--- config.mk ---
export PLATFORM = sky130hd
export DESIGN_NAME = rtc_alarm_irq
export DESIGN_NICKNAME = d
export VERILOG_FILES = /design/src/rtl/rtc_alarm_pkg.sv /design/src/rtl/rtc_alarm_regs.sv /design/src/rtl/rtc_alarm_match.sv /design/src/rtl/rtc_irq_flags.sv /design/src/rtl/rtc_alarm_irq.sv
export SDC_FILE = /design/constraint.sdc
export NUM_CORES = 1
export LEC_CHECK = 0
export BUFFER_PORTS_ARGS = -buffer_cell sky130_fd_sc_hd__buf_4
export CORE_MARGIN = 4
export CORE_UTILIZATION = 61
export CTS_BUF_LIST = sky130_fd_sc_hd__clkbuf_2
export CTS_CLUSTER_DIAMETER = 150
export DETAILED_ROUTE_END_ITERATION = 8
export PLACE_DENSITY = 0.88
export SLEW_MARGIN = 10
export SYNTH_ARGS = -nofsm -noshare
export SYNTH_HDL_FRONTEND = slang
export SYNTH_SLANG_ARGS = --single-unit
--- constraint.sdc ---
create_clock -name clk -period 3.76 [get_ports clk]
set_input_delay 0.188 -clock clk [delete_from_list [all_inputs] [get_ports clk]]
set_output_delay 0.188 -clock clk [all_outputs]
set_load 0.02 [all_outputs]
--- src/rtl/rtc_alarm_pkg.sv ---
package rtc_alarm_pkg;
  // bit positions shared by the control byte and the flags byte
  localparam int BIT_PER = 6;
  localparam int BIT_ALM = 5;
  localparam int BIT_UPD = 4;
  localparam int BIT_SUM = 7;
  localparam int NEV     = 3;

  // top two bits set: field is a wildcard
  function automatic logic is_wild(input logic [7:0] a);
    return a[7:6] == 2'b11;
  endfunction

  function automatic logic hms_hit(input logic [7:0] a, input logic [7:0] c);
    return is_wild(a) || (a == c);
  endfunction

  function automatic logic day_hit(input logic [7:0] a, input logic [7:0] c);
    return is_wild(a) || (a[5:0] == 6'd0) || ({2'b00, a[5:0]} == c);
  endfunction

  function automatic logic mon_hit(input logic [7:0] a, input logic [7:0] c);
    return is_wild(a) || (a == 8'h00) || (a == c);
  endfunction
endpackage

--- src/rtl/rtc_alarm_regs.sv ---
module rtc_alarm_regs #(
  parameter int AW       = 8,
  parameter int DAY_ADDR = 'h0D,
  parameter int MON_ADDR = 'h32,
  parameter bit HAS_DAY  = 1'b1,
  parameter bit HAS_MON  = 1'b1
) (
  input  logic          clk,
  input  logic          rst_n,
  input  logic          wr_en,
  input  logic [AW-1:0] addr,
  input  logic [7:0]    wdata,
  output logic [7:0]    alm_sec,
  output logic [7:0]    alm_min,
  output logic [7:0]    alm_hr,
  output logic [7:0]    alm_day,
  output logic [7:0]    alm_mon,
  output logic [7:0]    ctrl
);
  localparam logic [AW-1:0] A_SEC  = AW'(1);
  localparam logic [AW-1:0] A_MIN  = AW'(3);
  localparam logic [AW-1:0] A_HR   = AW'(5);
  localparam logic [AW-1:0] A_CTRL = AW'(11);
  localparam logic [AW-1:0] A_DAY  = AW'(DAY_ADDR);
  localparam logic [AW-1:0] A_MON  = AW'(MON_ADDR);

  always_ff @(posedge clk or negedge rst_n) begin
    if (!rst_n) begin
      alm_sec <= 8'h00;
      alm_min <= 8'h00;
      alm_hr  <= 8'h00;
      ctrl    <= 8'h00;
    end else if (wr_en) begin
      if (addr == A_SEC)  alm_sec <= wdata;
      if (addr == A_MIN)  alm_min <= wdata;
      if (addr == A_HR)   alm_hr  <= wdata;
      if (addr == A_CTRL) ctrl    <= wdata;
    end
  end

  generate
    if (HAS_DAY) begin : g_day
      always_ff @(posedge clk or negedge rst_n) begin
        if (!rst_n) alm_day <= 8'h00;
        else if (wr_en && addr == A_DAY) alm_day <= wdata;
      end
    end else begin : g_no_day
      assign alm_day = 8'h00;  // zero = unused, matches any day
    end
    if (HAS_MON) begin : g_mon
      always_ff @(posedge clk or negedge rst_n) begin
        if (!rst_n) alm_mon <= 8'h00;
        else if (wr_en && addr == A_MON) alm_mon <= wdata;
      end
    end else begin : g_no_mon
      assign alm_mon = 8'h00;
    end
  endgenerate
endmodule

--- src/rtl/rtc_alarm_match.sv ---
module rtc_alarm_match
  import rtc_alarm_pkg::*;
(
  input  logic [7:0] alm_sec,
  input  logic [7:0] alm_min,
  input  logic [7:0] alm_hr,
  input  logic [7:0] alm_day,
  input  logic [7:0] alm_mon,
  input  logic [7:0] cur_sec,
  input  logic [7:0] cur_min,
  input  logic [7:0] cur_hour,
  input  logic [7:0] cur_mday,
  input  logic [7:0] cur_mon,
  output logic       hit
);
  always_comb begin
    hit = hms_hit(alm_sec, cur_sec) && hms_hit(alm_min, cur_min) &&
          hms_hit(alm_hr, cur_hour) && day_hit(alm_day, cur_mday) &&
          mon_hit(alm_mon, cur_mon);
  end
endmodule

--- src/rtl/rtc_irq_flags.sv ---
module rtc_irq_flags #(
  parameter int NEV = 3
) (
  input  logic           clk,
  input  logic           rst_n,
  input  logic [NEV-1:0] set_ev,
  input  logic           clr,
  input  logic [NEV-1:0] en,
  output logic [NEV-1:0] flags,
  output logic           pending
);
  // a new event wins over a clear in the same cycle
  always_ff @(posedge clk or negedge rst_n) begin
    if (!rst_n) flags <= '0;
    else        flags <= (clr ? '0 : flags) | set_ev;
  end

  assign pending = |(flags & en);
endmodule

--- src/rtl/rtc_alarm_irq.sv ---
module rtc_alarm_irq
  import rtc_alarm_pkg::*;
#(
  parameter int AW       = 8,
  parameter int DAY_ADDR = 'h0D,
  parameter int MON_ADDR = 'h32,
  parameter bit HAS_DAY  = 1'b1,
  parameter bit HAS_MON  = 1'b1
) (
  input  logic          clk,
  input  logic          rst_n,
  input  logic          wr_en,
  input  logic          rd_en,
  input  logic [AW-1:0] addr,
  input  logic [7:0]    wdata,
  output logic [7:0]    rdata,
  input  logic [7:0]    cur_sec,
  input  logic [7:0]    cur_min,
  input  logic [7:0]    cur_hour,
  input  logic [7:0]    cur_mday,
  input  logic [7:0]    cur_mon,
  input  logic          update_tick,
  input  logic          periodic_tick,
  output logic          irq
);
  localparam logic [AW-1:0] A_SEC  = AW'(1);
  localparam logic [AW-1:0] A_MIN  = AW'(3);
  localparam logic [AW-1:0] A_HR   = AW'(5);
  localparam logic [AW-1:0] A_CTRL = AW'(11);
  localparam logic [AW-1:0] A_FLG  = AW'(12);
  localparam logic [AW-1:0] A_DAY  = AW'(DAY_ADDR);
  localparam logic [AW-1:0] A_MON  = AW'(MON_ADDR);

  logic [7:0]     alm_sec, alm_min, alm_hr, alm_day, alm_mon, ctrl;
  logic           alarm_hit;   // fields match now
  logic [NEV-1:0] ev_w;        // {periodic, alarm, update} events this cycle
  logic [NEV-1:0] ie_w;        // enables in same order
  logic [NEV-1:0] flag_q;
  logic           pend_w;
  logic           flag_rd;     // flags read: clear-on-read strobe
  logic [7:0]     rd_mux;

  rtc_alarm_regs #(
    .AW(AW), .DAY_ADDR(DAY_ADDR), .MON_ADDR(MON_ADDR),
    .HAS_DAY(HAS_DAY), .HAS_MON(HAS_MON)
  ) u_regs (
    .clk(clk), .rst_n(rst_n), .wr_en(wr_en), .addr(addr), .wdata(wdata),
    .alm_sec(alm_sec), .alm_min(alm_min), .alm_hr(alm_hr),
    .alm_day(alm_day), .alm_mon(alm_mon), .ctrl(ctrl)
  );

  rtc_alarm_match u_match (
    .alm_sec(alm_sec), .alm_min(alm_min), .alm_hr(alm_hr),
    .alm_day(alm_day), .alm_mon(alm_mon),
    .cur_sec(cur_sec), .cur_min(cur_min), .cur_hour(cur_hour),
    .cur_mday(cur_mday), .cur_mon(cur_mon), .hit(alarm_hit)
  );

  assign ev_w    = {periodic_tick, update_tick & alarm_hit, update_tick};
  assign ie_w    = {ctrl[BIT_PER], ctrl[BIT_ALM], ctrl[BIT_UPD]};
  assign flag_rd = rd_en && (addr == A_FLG);

  rtc_irq_flags #(.NEV(NEV)) u_flags (
    .clk(clk), .rst_n(rst_n), .set_ev(ev_w), .clr(flag_rd),
    .en(ie_w), .flags(flag_q), .pending(pend_w)
  );

  assign irq = pend_w;

  always_comb begin
    rd_mux = 8'h00;
    if (addr == A_SEC)  rd_mux = alm_sec;
    if (addr == A_MIN)  rd_mux = alm_min;
    if (addr == A_HR)   rd_mux = alm_hr;
    if (addr == A_CTRL) rd_mux = ctrl;
    if (addr == A_FLG)  rd_mux = {pend_w, flag_q, 4'h0};
    if (HAS_DAY && addr == A_DAY) rd_mux = {2'b00, alm_day[5:0]};
    if (HAS_MON && addr == A_MON) rd_mux = alm_mon;
  end

  always_ff @(posedge clk or negedge rst_n) begin
    if (!rst_n)     rdata <= 8'h00;
    else if (rd_en) rdata <= rd_mux;
  end
endmodule

==> results of run 1 <==
## where the power goes
group | switching [mW] | internal, mW
Clock | 0.216 | 0.0778
Sequential | 0.0305 | 0.663
Combinational | 0.106 | 0.123
## per-stage QoR
stage / std cells / instance area (sq um)
floorplan: 297 / 3280
global placement: 424 / 3840
detailed placement: 424 / 3840
CTS: 447 / 4010
global route: 448 / 4020
finish: 448 / 4020
## Yosys cell counts, types with 2 or more instances
cell type / n / share of area [%]
sky130_fd_sc_hd__xor2_1: 3 / 0.80
sky130_fd_sc_hd__nor3b_1: 2 / 0.46
sky130_fd_sc_hd__inv_1: 4 / 0.46
sky130_fd_sc_hd__or4_1: 2 / 0.46
sky130_fd_sc_hd__nand3b_1: 2 / 0.46
sky130_fd_sc_hd__nor4_4: 2 / 1.3
sky130_fd_sc_hd__dfrtp_1: 59 / 45
sky130_fd_sc_hd__nor4_1: 4 / 0.76
sky130_fd_sc_hd__a21oi_1: 5 / 0.76
sky130_fd_sc_hd__buf_2: 4 / 0.61
sky130_fd_sc_hd__o32ai_1: 3 / 0.80
sky130_fd_sc_hd__a221oi_1: 5 / 1.3
sky130_fd_sc_hd__o211ai_1: 3 / 0.69
sky130_fd_sc_hd__mux2i_1: 3 / 0.92
sky130_fd_sc_hd__a2bb2oi_1: 4 / 1.1
sky130_fd_sc_hd__xnor2_1: 35 / 9.3
sky130_fd_sc_hd__a31oi_1: 3 / 0.57
sky130_fd_sc_hd__o21ai_0: 8 / 1.2
sky130_fd_sc_hd__nand4_1: 12 / 2.3
sky130_fd_sc_hd__nor2_1: 28 / 3.2
sky130_fd_sc_hd__o32a_1: 2 / 0.61
sky130_fd_sc_hd__mux2_2: 48 / 16
sky130_fd_sc_hd__o31ai_1: 7 / 1.6
sky130_fd_sc_hd__clkbuf_1: 9 / 1.0
sky130_fd_sc_hd__nor3_1: 2 / 0.31
sky130_fd_sc_hd__nand2b_1: 3 / 0.57
sky130_fd_sc_hd__nand2_1: 13 / 1.5
sky130_fd_sc_hd__a21o_1: 2 / 0.46
sky130_fd_sc_hd__o22ai_1: 2 / 0.38
sky130_fd_sc_hd__nand3_2: 2 / 0.61
sky130_fd_sc_hd__nand3_1: 2 / 0.31
## cells in the final DEF (no fill, tap or decap), drive strengths merged, types with 3 or more instances in the layout
master       synthesis  final
a21oi                5      5
a221oi               5      5
a2bb2oi              4      4
a31oi                3      3
buf                  4     70
clkbuf               9     11
dfrtp               59     59
dlygate4sd3          0     12
inv                  4      4
mux2                48     48
mux2i                3      3
nand2               14     14
nand2b               3      3
nand3                4      4
nand4               12     12
nor2                28     28
nor4                 6      6
o211ai               3      3
o21ai                8      8
o31ai                7      7
o32ai                3      3
xnor2               35     35
xor2                 3      3
## cells by family after synthesis
group / synth area share [%]
xor gates and xnor gates: 10.1
and+or+nand+nor: 14.1
buffers and inverters: 2.21
AOI/OAI and AO/OA: 11.2
muxes: 17.4
DFF: 45.0
## per-layer routing
layer  track usage, %  part of all wire [%]
met5                0                     0
met3             5.43                   7.0
met1             34.9                    40
met2             47.3                    50
met4             14.7                   3.9
## worst max path at each step
stage | from | endpoint | slack (ns) | cells after the start
final | u_flags.flags[2]$_DFF_PN0_ | irq | 1.93 | 3
after global routing | u_flags.flags[2]$_DFF_PN0_ | irq | 1.88 | 3
after CTS | u_flags.flags[2]$_DFF_PN0_ | irq | 1.92 | 3
after detailed placement | addr[7] | u_regs.alm_day[4]$_DFFE_PN0P_ | 1.70 | 5
after global placement | addr[7] | u_regs.alm_day[1]$_DFFE_PN0P_ | 1.77 | 5
after floorplan | addr[7] | u_regs.alm_day[0]$_DFFE_PN0P_ | 2.05 | 5
## repair_timing
| action | 4_1_cts | 5_1_grt |
|---|---|---|
| endpoints found under the setup margin | 0 | 0 |
| hold buffers | 11 | 1 |
| endpoints found under the hold margin | 104 | 1 |
## area by class of cell
type                       instances  area [sq um]  share of cell area, %
clock buffer                      11          55.1                   1.37
multi-input combinational        220          1730                   43.1
timing repair buffer              82           646                   16.1
clock inverter                     1          5.00                  0.124
sequential                        59          1480                   36.7
tap                               70          87.6                   2.18
inverter                           5          18.8                  0.467
## critical path, cell delays in order (launching register included)
cell and delay, ns:
sky130_fd_sc_hd__dfrtp_1 0.44, sky130_fd_sc_hd__a222oi_1 0.44, sky130_fd_sc_hd__inv_1 0.09, sky130_fd_sc_hd__buf_4 0.17
## flip-flops by register name, indices dropped and copies added (netlist names)
name	cells
rdata	8
u_regs.alm_day	8
u_regs.alm_hr	8
u_regs.alm_min	8
u_regs.alm_mon	8
u_regs.alm_sec	8
u_regs.ctrl	8
u_flags.flags	3
==> results.json, run 1 <==
{
  "cts.root.buffer_cell": "sky130_fd_sc_hd__clkbuf_2",
  "die_area_sq_um": 6620,
  "cts_max_path_buffers": 2,
  "count_of_final_setup_violators": 0,
  "crit_path_start_kind": "register",
  "die_height_um": 81.4,
  "crit_fanout": 3,
  "globalplace.congestion": 0.881,
  "drt_pre_antenna_iters": 9,
  "power-per-cell-area_nw_per_um2": 302,
  "numCtsBuffers": 9,
  "critPathCaptureType": "primary output",
  "fillers": 343,
  "crit_arrival_ns": 1.64,
  "yosysWarningCount": 0,
  "layout.nets": 439,
  "maxSlewHeadroom_pct": 50.8,
  "peak_clock_frequency_supported_by_timing_mhz": 548,
  "cts_tree": "done",
  "syn-num-nets": 359,
  "skew_ns": 0.0151,
  "synth_ff_type": "sky130_fd_sc_hd__dfrtp_1",
  "grt_first_pass_wirelength_um": 13800,
  "min_period_over_period_pct": 48.5,
  "hold_ws_ns": 0.0572,
  "report.power.total_mw": 1.22,
  "r2r_end": "u_flags.flags[1]$_DFF_PN0_",
  "finalSetupTns_ns": 0,
  "number_of_global_route_vias_before_repair": 2843,
  "die_w_um": 81.4,
  "vias": 2844,
  "rows": 26,
  "cts_setup_buffers": 0,
  "diodes": 0,
  "ys_ff_latch": 59,
  "drive_above_1_share_pct": 36.0,
  "power.leakage_nw": 1.85,
  "netlist_area_before_placement_sq_um": 3280,
  "post_dp_hpwl_um": 6600,
  "worstRegToRegCells": 5,
  "grt.overflow.total": 0,
  "instance_count_along_the_most_critical_hold_path": 4,
  "rrSetupSlack_ns": 2.20,
  "synthesis.instances": 297,
  "global_route.usage.total_pct": 28.4,
  "cts_repair_resize_count": 0,
  "detail_route.drc_violations": 0,
  "synth_cell_types": 45,
  "final_period_minus_worst_setup_slack_ns": 1.83,
  "seq_area_frac_synth_pct": 45.0,
  "wl_per_cell_um": 19.6,
  "min_delay_worst_endpoint": "rdata[6]$_DFFE_PN0P_",
  "timing_worst_slew_pin_value_ns": 0.738,
  "fin_util_pct": 77.7,
  "max_cap_viol_count": 0,
  "reg2reg_from": "u_regs.alm_mon[6]$_DFFE_PN0P_",
  "port_buffers": 70,
  "clk_pin_slew_ns": 0.15,
  "grt_antenna_before_repair": 0,
  "cts_num_sinks": 59,
  "final-hold-violation-count": 0,
  "grt_max_degree": 60,
  "setup.worst_path.class": "reg2out",
  "setup_repair_after_global_routing_missed_its_margin": "false",
  "finalWirelength_um": 8780,
  "drv_slew": 0,
  "core_area_sq_um": 5170,
  "worst_ir_drop_vdd_uv": 229,
  "number_of_flops_mapped_to_enable_cells_by_yosys": 0,
  "start_util_pct": 63.4,
  "timing.hold.worst.class": "in2reg",
  "asyncSetResetFlopFracSynth_pct": 100,
  "status": "complete, no violations",
  "drt.antenna.violating_nets": 0,
  "level_count_of_the_clock_h_tree": 3,
  "dpl_worst_slack_ns": 1.70,
  "critPathRequiredTime_ns": 3.57,
  "area_growth_syn_to_layout_pct": 22.5,
  "io_pins": 71,
  "avgSynthCellArea_sq_um": 11.1,
  "timing.hold.worst.start": "addr[4]",
  "drt_iter0_drc": 254,
  "vias_per_cell": 6.35,
  "insertion_delay_ns": 0.49,
  "finalWorstSetupSlack_ns": 1.93
}
Power figures use the tool's default switching activity.
==> inputs of run 2 (changes only) <==
--- a/config.mk
+++ b/config.mk
@@ -7,11 +7,11 @@
 export LEC_CHECK = 0
 export BUFFER_PORTS_ARGS = -buffer_cell sky130_fd_sc_hd__buf_4
 export CORE_MARGIN = 4
-export CORE_UTILIZATION = 61
+export CORE_UTILIZATION = 56
 export CTS_BUF_LIST = sky130_fd_sc_hd__clkbuf_2
 export CTS_CLUSTER_DIAMETER = 150
 export DETAILED_ROUTE_END_ITERATION = 8
-export PLACE_DENSITY = 0.88
+export PLACE_DENSITY = 0.82
 export SLEW_MARGIN = 10
 export SYNTH_ARGS = -nofsm -noshare
 export SYNTH_HDL_FRONTEND = slang
==> constraint.sdc (replaced) <==
create_clock -name clk -period 1.7 [get_ports clk]
set_input_delay 0.085 -clock clk [delete_from_list [all_inputs] [get_ports clk]]
set_output_delay 0.085 -clock clk [all_outputs]
set_load 0.02 [all_outputs]
==> run 2 against run 1 <==
  * Global-route usage is 3.4 points lower
  * Largest cell class unchanged
  * Worst hold slack got worse by 0.013 ns
  * Utilization decreased by 3.7 points
  * Critical path depth is the same
==> results.json, run 2 (synthesis gave the netlist of run 1 again) <==
{
  "grt.overflow.total": 0,
  "drv_slew": 0,
  "diodes": 0,
  "rows": 27,
  "fin_util_pct": 74.1,
  "finalWorstSetupSlack_ns": 0.0643,
  "area_growth_syn_to_layout_pct": 26.6,
  "clk_pin_slew_ns": 0.17,
  "die_height_um": 84.6,
  "dp.cells": 441,
  "max_cap_viol_count": 0,
  "cts_num_sinks": 59,
  "vias": 2784,
  "setup_repair_after_global_routing_missed_its_margin": "true",
  "peak_clock_frequency_supported_by_timing_mhz": 611,
  "wl_per_cell_um": 18.5,
  "cts_tree": "done",
  "final_period_minus_worst_setup_slack_ns": 1.64,
  "drt_pre_antenna_iters": 5,
  "port_buffers": 70,
  "most-common-layout-cells": "sky130_fd_sc_hd__buf_4, sky130_fd_sc_hd__dfrtp_1, sky130_fd_sc_hd__mux2_2",
  "power-per-cell-area_nw_per_um2": 661,
  "start_util_pct": 58.5,
  "detail_route.drc_violations": 0,
  "die_area_sq_um": 7150,
  "die_w_um": 84.6,
  "drive_above_1_share_pct": 38.5,
  "grt_first_pass_wirelength_um": 14100,
  "finalWirelength_um": 8690,
  "global_route.usage.total_pct": 25.0,
  "final-hold-violation-count": 0,
  "vias_per_cell": 5.94,
  "dpl_worst_slack_ns": -0.115,
  "critPathCaptureType": "primary output",
  "status": "complete, no violations",
  "mostFrequentLayoutCell": "sky130_fd_sc_hd__buf_4",
  "critPathRequiredTime_ns": 1.62,
  "grt_antenna_before_repair": 0,
  "crit_path_start_kind": "register",
  "final_cells": 469,
  "io_pins": 71,
  "skew_ns": 0.0202,
  "worst_ir_drop_vdd_uv": 467,
  "drt_iter0_drc": 217,
  "grt_max_degree": 60,
  "timing.hold.worst.class": "in2reg",
  "number_of_global_route_vias_before_repair": 2802,
  "core_area_sq_um": 5610,
  "power.leakage_nw": 1.93,
  "min_period_over_period_pct": 96.2,
  "globalplace.congestion": 0.891,
  "layout.nets": 454,
  "crit_fanout": 3,
  "setup.worst_path.class": "reg2out",
  "post_dp_hpwl_um": 6470,
  "numCtsBuffers": 9,
  "cts.root.buffer_cell": "sky130_fd_sc_hd__clkbuf_2",
  "drt.antenna.violating_nets": 0,
  "level_count_of_the_clock_h_tree": 3,
  "cts_max_path_buffers": 2,
  "count_of_final_setup_violators": 0,
  "timing_worst_slew_pin_value_ns": 0.735,
  "insertion_delay_ns": 0.48,
  "hold_ws_ns": 0.0446,
  "maxSlewHeadroom_pct": 51.0,
  "crit_arrival_ns": 1.55
}
[run 2: cell types whose count changed in the layout (fill, tap and decap cells not counted)]
cell and delta:
sky130_fd_sc_hd__clkinv_2 +1, sky130_fd_sc_hd__clkinv_1 +2, sky130_fd_sc_hd__buf_4 +15, sky130_fd_sc_hd__clkbuf_2 +1
[run 2: what timing repair did]
item                                    4_1_cts  5_1_grt
endpoints found under the setup margin        0        1
hold endpoints to repair                    115        0
hold buffers                                 12        0
buffers inserted                              0        0
resized for setup                             0        0
[run 2: report_power, final]
group          internal (mW)  total (mW)  switching (mW)
combinational          0.280       0.517           0.237
clock                  0.198       0.700           0.502
sequential              1.47        1.53          0.0643
[run 2: metrics by stage]
step	power (mW)	TNS [ns]	cell area, sq um
after CTS	2.74	0	4150
after global routing	2.87	-0.0575	4150
final	2.75	0	4150
after global placement	2.03	-1.19	3960
after detailed placement	2.05	-1.84	3960
after floorplan	1.79	0	3280
[run 2: worst paths after layout]
path,from,to,slack [ns],cells after the start
max,u_regs.ctrl[6]$_DFFE_PN0P_,irq,0.06,3
min,addr[3],rdata[5]$_DFFE_PN0P_,0.04,4
max reg2reg,u_regs.alm_mon[2]$_DFFE_PN0P_,u_flags.flags[1]$_DFF_PN0_,0.16,5
min reg2reg,rdata[3]$_DFFE_PN0P_,rdata[3]$_DFFE_PN0P_,0.51,2
max in group asynchronous,rst_n,u_regs.alm_hr[1]$_DFFE_PN0P_,1.01,2
min in group asynchronous,rst_n,rdata[2]$_DFFE_PN0P_,0.21,2
[run 2: layout make-up]
| cell class | instances | area [sq um] |
|---|---|---|
| Fill cell | 406 | 1450 |
| Inverter | 5 | 18.8 |
| Timing Repair Buffer | 97 | 758 |
| Tap cell | 72 | 90.1 |
| Sequential cell | 59 | 1480 |
| Clock inverter | 4 | 17.5 |
| Clock buffer | 12 | 60.1 |
| Multi-Input combinational cell | 220 | 1730 |
[run 2: critical path, cell delays in order, from the launching register on]
cell,delay [ns]
sky130_fd_sc_hd__dfrtp_1,0.45
sky130_fd_sc_hd__a222oi_1,0.39
sky130_fd_sc_hd__inv_1,0.07
sky130_fd_sc_hd__buf_4,0.16
[run 2: routing by layer]
layer | up-vias | part of all wire (%) | global-route usage (%)
li1 | 1290 | - | -
met1 | 1354 | 42 | 34.1
met2 | 117 | 49 | 39.5
met3 | 23 | 6.9 | 5.30
met4 | 0 | 2.4 | 8.92
met5 | - | 0 | 0
